File: config.mk
export PLATFORM = sky130hd
export DESIGN_NAME = wdt_two_stage
export DESIGN_NICKNAME = d
export VERILOG_FILES = /design/src/rtl/wdt_pkg.sv /design/src/rtl/wdt_counter.sv /design/src/rtl/wdt_regs.sv /design/src/rtl/wdt_escalate.sv /design/src/rtl/wdt_two_stage.sv
export SDC_FILE = /design/constraint.sdc
export NUM_CORES = 1
export LEC_CHECK = 0
export ABC_AREA = 1
export BUFFER_PORTS_ARGS = -buffer_cell sky130_fd_sc_hd__buf_2
export CORE_UTILIZATION = 35
export CTS_BUF_LIST = sky130_fd_sc_hd__clkbuf_4 sky130_fd_sc_hd__clkbuf_8
export DETAILED_ROUTE_END_ITERATION = 10
export HOLD_SLACK_MARGIN = 0.02
export PLACE_DENSITY = 0.55
export SYNTH_ARGS = -nofsm -noshare
export SYNTH_HDL_FRONTEND = slang
export SYNTH_SLANG_ARGS = --single-unit
File: constraint.sdc
create_clock -name clk -period 1.4 [get_ports clk]
set_input_delay 0.28 -clock clk [delete_from_list [all_inputs] [get_ports clk]]
set_output_delay 0.28 -clock clk [all_outputs]
set_load 0.02 [all_outputs]
File: src/rtl/wdt_pkg.sv
package wdt_pkg;
   typedef enum logic [1:0] {
      A_TIMEOUT = 2'd0,
      A_COUNT   = 2'd1,
      A_STATUS  = 2'd2,
      A_CONTROL = 2'd3
   } wdt_addr_e;

   localparam int STS_W      = 3;
   localparam int STS_FIRST  = 0;
   localparam int STS_SECOND = 1;
   localparam int STS_NOCPU  = 2;
   localparam int CTL_NOBOOT = 0;
endpackage

File: src/rtl/wdt_counter.sv
module wdt_counter #(
   parameter int CNT_W      = 16,
   parameter int RESET_LOAD = 4
) (
   input  logic             clk,
   input  logic             rst_n,
   input  logic             tick,
   input  logic             reload,
   input  logic [CNT_W-1:0] load_val,
   output logic [CNT_W-1:0] count,
   output logic             expire
);
   localparam logic [CNT_W-1:0] INIT = CNT_W'(RESET_LOAD);

   assign expire = tick && !reload && (count == '0);

   always_ff @(posedge clk or negedge rst_n) begin
      if (!rst_n)       count <= INIT;
      else if (reload)  count <= load_val;
      else if (expire)  count <= load_val;
      else if (tick)    count <= count - 1'b1;
   end


   cnt_dec_chk: assert property (@(posedge clk) disable iff (!rst_n)
      tick && !reload && count != '0 |=> count == CNT_W'($past(count) - 1'b1));

   cnt_reload_chk: assert property (@(posedge clk) disable iff (!rst_n)
      reload |=> count == $past(load_val));

   cnt_wrap_chk: assert property (@(posedge clk) disable iff (!rst_n)
      expire |=> count == $past(load_val));
endmodule

File: src/rtl/wdt_regs.sv
module wdt_regs
   import wdt_pkg::*;
#(
   parameter int CNT_W      = 16,
   parameter int RESET_LOAD = 4
) (
   input  logic             clk,
   input  logic             rst_n,
   input  logic [1:0]       reg_addr,
   input  logic             reg_wr,
   input  logic [CNT_W-1:0] reg_wdata,
   input  logic [CNT_W-1:0] count,
   input  logic [STS_W-1:0] status,
   output logic [CNT_W-1:0] load_val,
   output logic             no_reboot,
   output logic             kick,
   output logic [STS_W-1:0] sts_clr,
   output logic [CNT_W-1:0] reg_rdata
);
   localparam logic [CNT_W-1:0] INIT = CNT_W'(RESET_LOAD);

   wdt_addr_e addr;
   assign addr    = wdt_addr_e'(reg_addr);
   assign kick    = reg_wr && (addr == A_COUNT);
   assign sts_clr = (reg_wr && addr == A_STATUS) ? reg_wdata[STS_W-1:0] : '0;

   always_ff @(posedge clk or negedge rst_n) begin
      if (!rst_n) begin
         load_val  <= INIT;
         no_reboot <= 1'b0;
      end else if (reg_wr) begin
         if (addr == A_TIMEOUT) load_val  <= reg_wdata;
         if (addr == A_CONTROL) no_reboot <= reg_wdata[CTL_NOBOOT];
      end
   end

   always_comb begin
      unique case (addr)
         A_TIMEOUT: reg_rdata = load_val;
         A_COUNT:   reg_rdata = count;
         A_STATUS:  reg_rdata = {{(CNT_W-STS_W){1'b0}}, status};
         A_CONTROL: reg_rdata = {{(CNT_W-1){1'b0}}, no_reboot};
         default:   reg_rdata = '0;
      endcase
   end


   load_keep_chk: assert property (@(posedge clk) disable iff (!rst_n)
      !(reg_wr && addr == A_TIMEOUT) |=> load_val == $past(load_val));
endmodule

File: src/rtl/wdt_escalate.sv
module wdt_escalate
   import wdt_pkg::*;
(
   input  logic             clk,
   input  logic             rst_n,
   input  logic             expire,
   input  logic [STS_W-1:0] sts_clr,
   input  logic             no_reboot,
   input  logic             fetch_seen,
   input  logic             rst_done,
   output logic [STS_W-1:0] status,
   output logic             irq,
   output logic             rst_req,
   output logic             ack
);
   logic             fetch_ok;
   logic [STS_W-1:0] sts_set;
   logic             first_stage;
   logic             want_rst;

   assign ack         = rst_done && rst_req;
   assign first_stage = expire && !status[STS_FIRST];
   assign want_rst    = expire && status[STS_FIRST] && !no_reboot;

   always_comb begin
      sts_set = '0;
      sts_set[STS_FIRST]  = first_stage;
      sts_set[STS_SECOND] = expire && status[STS_FIRST];
      sts_set[STS_NOCPU]  = expire && !(fetch_ok || fetch_seen);
   end

   always_ff @(posedge clk or negedge rst_n) begin
      if (!rst_n) begin
         status   <= '0;
         irq      <= 1'b0;
         rst_req  <= 1'b0;
         fetch_ok <= 1'b0;
      end else begin
         status <= (status & ~sts_clr) | sts_set;
         irq    <= first_stage;
         if (want_rst)  rst_req <= 1'b1;
         else if (ack)  rst_req <= 1'b0;
         if (ack)             fetch_ok <= 1'b0;
         else if (fetch_seen) fetch_ok <= 1'b1;
      end
   end


   irq_pulse_chk: assert property (@(posedge clk) disable iff (!rst_n)
      irq |=> !irq);

   irq_first_chk: assert property (@(posedge clk) disable iff (!rst_n)
      irq |-> status[STS_FIRST]);

   rst_hold_chk: assert property (@(posedge clk) disable iff (!rst_n)
      rst_req && !rst_done |=> rst_req);

   rst_gate_chk: assert property (@(posedge clk) disable iff (!rst_n)
      $rose(rst_req) |-> !$past(no_reboot) && status[STS_SECOND]);

   sts_keep_chk: assert property (@(posedge clk) disable iff (!rst_n)
      ack && status[STS_SECOND] && !sts_clr[STS_SECOND] |=> status[STS_SECOND]);
endmodule

File: src/rtl/wdt_two_stage.sv
module wdt_two_stage
   import wdt_pkg::*;
#(
   parameter int CNT_W      = 16,
   parameter int RESET_LOAD = 4
) (
   input  logic             clk,
   input  logic             rst_n,
   input  logic [1:0]       reg_addr,
   input  logic             reg_wr,
   input  logic [CNT_W-1:0] reg_wdata,
   output logic [CNT_W-1:0] reg_rdata,
   input  logic             tick,
   input  logic             fetch_seen,
   input  logic             rst_done,
   output logic             irq,
   output logic             rst_req
);
   if (CNT_W < STS_W || CNT_W > 32) begin : g_bad_width
      $error("wdt_two_stage: CNT_W must be in 3..32");
   end
   if (RESET_LOAD < 0 || (CNT_W < 32 && RESET_LOAD >= (1 << CNT_W))) begin : g_bad_load
      $error("wdt_two_stage: RESET_LOAD does not fit CNT_W");
   end

   logic [CNT_W-1:0] count;
   logic [CNT_W-1:0] load_val;
   logic [STS_W-1:0] status;
   logic [STS_W-1:0] sts_clr;
   logic             no_reboot;
   logic             kick;
   logic             expire;
   logic             ack;

   wdt_regs #(.CNT_W(CNT_W), .RESET_LOAD(RESET_LOAD)) i_regs (
      .clk(clk), .rst_n(rst_n), .reg_addr(reg_addr), .reg_wr(reg_wr),
      .reg_wdata(reg_wdata), .count(count), .status(status),
      .load_val(load_val), .no_reboot(no_reboot), .kick(kick),
      .sts_clr(sts_clr), .reg_rdata(reg_rdata)
   );

   wdt_counter #(.CNT_W(CNT_W), .RESET_LOAD(RESET_LOAD)) i_counter (
      .clk(clk), .rst_n(rst_n), .tick(tick), .reload(kick || ack),
      .load_val(load_val), .count(count), .expire(expire)
   );

   wdt_escalate i_escalate (
      .clk(clk), .rst_n(rst_n), .expire(expire), .sts_clr(sts_clr),
      .no_reboot(no_reboot), .fetch_seen(fetch_seen), .rst_done(rst_done),
      .status(status), .irq(irq), .rst_req(rst_req), .ack(ack)
   );
endmodule

==> run summary <==
The top-area cell type share of the netlist area works out to 38.5%. Data on the critical path is required at its endpoint by 1.59 ns. The number of placed instances, taps included was 515; the highest ir drop seen on vdd was 0.000885 V. From bottom edge to top edge, the die measures 84.8 um. The library cells used most frequently in the layout, excluding fill and tap cells, are 78 x sky130_fd_sc_hd__nand2_1, 59 x sky130_fd_sc_hd__buf_4, 36 x sky130_fd_sc_hd__dfrtp_1. In this run the worst path has a maximum fanout of 8. Slew at the pin closest to its max-slew limit: 0.274 ns. At the later pin of the worst-skew pair, clock insertion delay measures 0.30 ns.

Cells fill 62.5% of the core in the end. The run gives 1 as the number of remaining DRC errors. The run gives 12.7 mm as the global-route wire length before repair.

Setup repair after global routing could not meet its margin everywhere. Based on the critical path, the design can be clocked at up to 0.635 GHz. The startpoint-to-endpoint class of the critical path was register to register.

Measured against its own limit, the worst slew margin works out to 81.7%. Routability-driven placement finished with a final weighted congestion of 0.890. Clock skew on the completed layout was measured at 0.0158 ns.

In this run, the number of DRC markers left after iteration 0 of detailed routing was 119. The static leakage is 0.00205 uW. TritonCTS built the clock tree. The core area was 6490 um^2. The run gives 3.93 mm as the routed length on met2. Sort of element at the end of the critical path: a register. Summing the sequential cell areas from Yosys gives 40.7% of the chip area. The final reports fail on design-rule violations, negative setup slack.

The top-level I/O count is 42. For the count of endpoints failing hold in the final timing report, the log shows 0. The most frequent standard cell in the layout excluding fill and tap cells was sky130_fd_sc_hd__nand2_1. The run finished, with violations left. Once detail routing completed, the nets flagged for antenna violations numbered 0.

Wire segments on met3 add up to 226 um in the final route. For the number of global-route vias before repair, the log shows 2627. The routed design has 7.74 mm of wire. In the post-synthesis netlist, the biggest area contributors are sky130_fd_sc_hd__dfrtp_1 39%, sky130_fd_sc_hd__nand2_1 17%, sky130_fd_sc_hd__nand3_1 8.1%.

The routed wire length per instance was 14.3 um; the share of final-layout standard cells stronger than drive strength 1 was 52.7%. Of the available clock period, the critical path in the final layout requires 113%. For this run, the number of standard cells in the final layout without fillers is 542. The least setup slack across all paths after layout is -0.176 ns, and the clock tree buffer depth is 2. The reg-to-reg critical path startpoint is i_counter.count[0].

Start point of the worst hold path: reg_wdata[15]. The routed layout has 2662 vias. Summing every instance area after synthesis gives 2400 um^2.

Synthesized instance count: 347. The depth of the worst register-to-register path is 10, and the power per cell area is 1390 nW/um^2. The total die area came out at 7200 um^2.

Global routing consumed, over all layers together, 22.5% of the routing resources. Number of antenna violations at the first check in global routing: 0. For the number of distinct library cells after synthesis, the log shows 29.

Detailed placement ended at an HPWL of 5.26 mm. Setup violations remaining at the end of the flow were counted as 25. The cell sitting at the root of the clock tree is a sky130_fd_sc_hd__clkbuf_8.

The class of the most critical hold timing path was input port to register. The number of storage elements in the synthesis netlist is 39, and the total cell area at the placement stage is 3160 um^2. In this run, CTS created clock tree buffers numbering 5. The minimum hold slack came out at 0.221 ns. The first TritonRoute pass finished after 7 iterations.

The initial utilization of the core area, before any placement, comes to 37.0%. Using the TritonRoute via totals, the vias-per-cell ratio works out to 4.91. The synthesized area divided by synthesized cell count was 6.92 um^2.

The count of max-cap constraint violations is 0, and the deepest level of the CTS H-tree is 2. The highest layer touched by signal routing is met4. The run gives 0 as the max-slew violation total from the final report. Subtracting the final worst setup slack from the clock period gives 1.58 ns. The finished cells cover 4060 um^2. The tools report the count of antenna diodes in the layout as 0. For this run the aggregate overflow at the end of global routing stands at 0. During synthesis, Yosys emitted a total of 0 warnings. The worst setup path is launched from a register. At the worst endpoint, the arrival time is 1.77 ns. Counting every net in the synthesized netlist gives 373. Final-stage net count: 491. Entering global routing, the biggest net connects 33 pins. The most critical setup path has its startpoint at i_counter.count[0].

For the summed negative setup slack over all endpoints, the log shows -2.90 ns. Clock-pin slew was measured on the worst setup and hold paths at 0.09 ns. The floorplan die width is 84.8 um, and the signed area change from the synthesized netlist to the final layout is 68.9%.

The hold-critical path depth works out to 3. The top cell type by total area after synthesis is sky130_fd_sc_hd__dfrtp_1. The logs give 3.47 mm for the met1 wire length and 29 for the number of rows in the core area. For the number of clock sinks, the log shows 39. In this run the tool buffered the top-level ports with 41 buffer cells.
registers in the layout, indices dropped and copies added (netlist names):
name and count:
i_counter.count 16, i_escalate.fetch_ok 1, i_escalate.irq 1, i_escalate.rst_req 1, i_escalate.status 3, i_regs.load_val 16
i_regs.no_reboot 1
timing repair:
item                                   CTS  global route
endpoints found under the hold margin    7             0
setup endpoints to repair               36            37
setup buffers                           10            10
cloned                                   1             0
pin swaps                               23            31
resized for setup                      119            64
hold buffers                             1             0
Yosys cell counts, drive strengths merged:
cell type,n
nand4,1
o21ai,9
nor2,44
ha,2
dfstp,2
o221ai,1
o2111ai,1
a21oi,14
o211ai,1
nand3,41
nor3,1
dfrtp,37
xor2,4
nand3b,3
clkbuf,4
nand2,109
inv,50
buf,7
and3,1
o22ai,14
xnor2,1
report_power, final:
| part | leakage, uW | switching, uW | internal [uW] |
|---|---|---|---|
| Combinational | 0.00154 | 1550 | 1540 |
| Sequential | 0.000459 | 192 | 1370 |
| Clock | 0.0000547 | 415 | 543 |
| Total | 0.00205 | 2160 | 3460 |
final cells by class:
| cell class | count | area [um^2] |
|---|---|---|
| Multi-Input combinational cell | 248 | 1620 |
| Inverter | 50 | 220 |
| Fill cell | 557 | 2440 |
| Clock inverter | 1 | 30.0 |
| Tap cell | 77 | 96.3 |
| Clock buffer | 6 | 76.3 |
| Timing Repair Buffer | 121 | 1030 |
| Sequential cell | 39 | 980 |
through the flow:
stage | setup slack, ns | total power, uW
after CTS | -0.125 | 5230
after detailed placement | -0.187 | 3700
after global routing | -0.246 | 6010
after global placement | -0.186 | 3680
final | -0.176 | 5620
after floorplan | -0.103 | 2720
worst paths after layout:
check                                      end  slack (ns)
hold / removal             i_regs.load_val[15]        0.22
setup reg to reg            i_counter.count[0]       -0.18
hold reg to reg             i_regs.load_val[1]        0.48
setup / recovery            i_counter.count[0]       -0.18
max in group asynchronous  i_regs.load_val[14]        0.51
min in group asynchronous  i_regs.load_val[10]        0.39
kinds of logic after synthesis:
group	share of synthesized area, %
adder cells (fa/ha/maj)	1.04
XOR/XNOR	1.82
flip-flops	40.7
AO/OA/AOI/OAI	9.48
buffers and inverters	10.4
AND/OR/NAND/NOR	36.5
per-layer routing:
| metal | global-route usage (%) | vias up |
|---|---|---|
| li1 | - | 1343 |
| met1 | 30.0 | 1264 |
| met2 | 38.1 | 48 |
| met3 | 2.72 | 7 |
| met4 | 7.55 | 0 |
| met5 | 0 | - |
worst max-delay path: stages (launching register included):
cell and delay, ns:
sky130_fd_sc_hd__dfrtp_1 0.42, sky130_fd_sc_hd__inv_4 0.11, sky130_fd_sc_hd__ha_4 0.16, sky130_fd_sc_hd__nand3_2 0.07, sky130_fd_sc_hd__nor2_2 0.14, sky130_fd_sc_hd__nand3_2 0.11
sky130_fd_sc_hd__buf_6 0.15, sky130_fd_sc_hd__nand2_8 0.13, sky130_fd_sc_hd__nand2_2 0.07, sky130_fd_sc_hd__nand3_2 0.06, sky130_fd_sc_hd__nand2_1 0.06
Power figures use the tool's default switching activity.
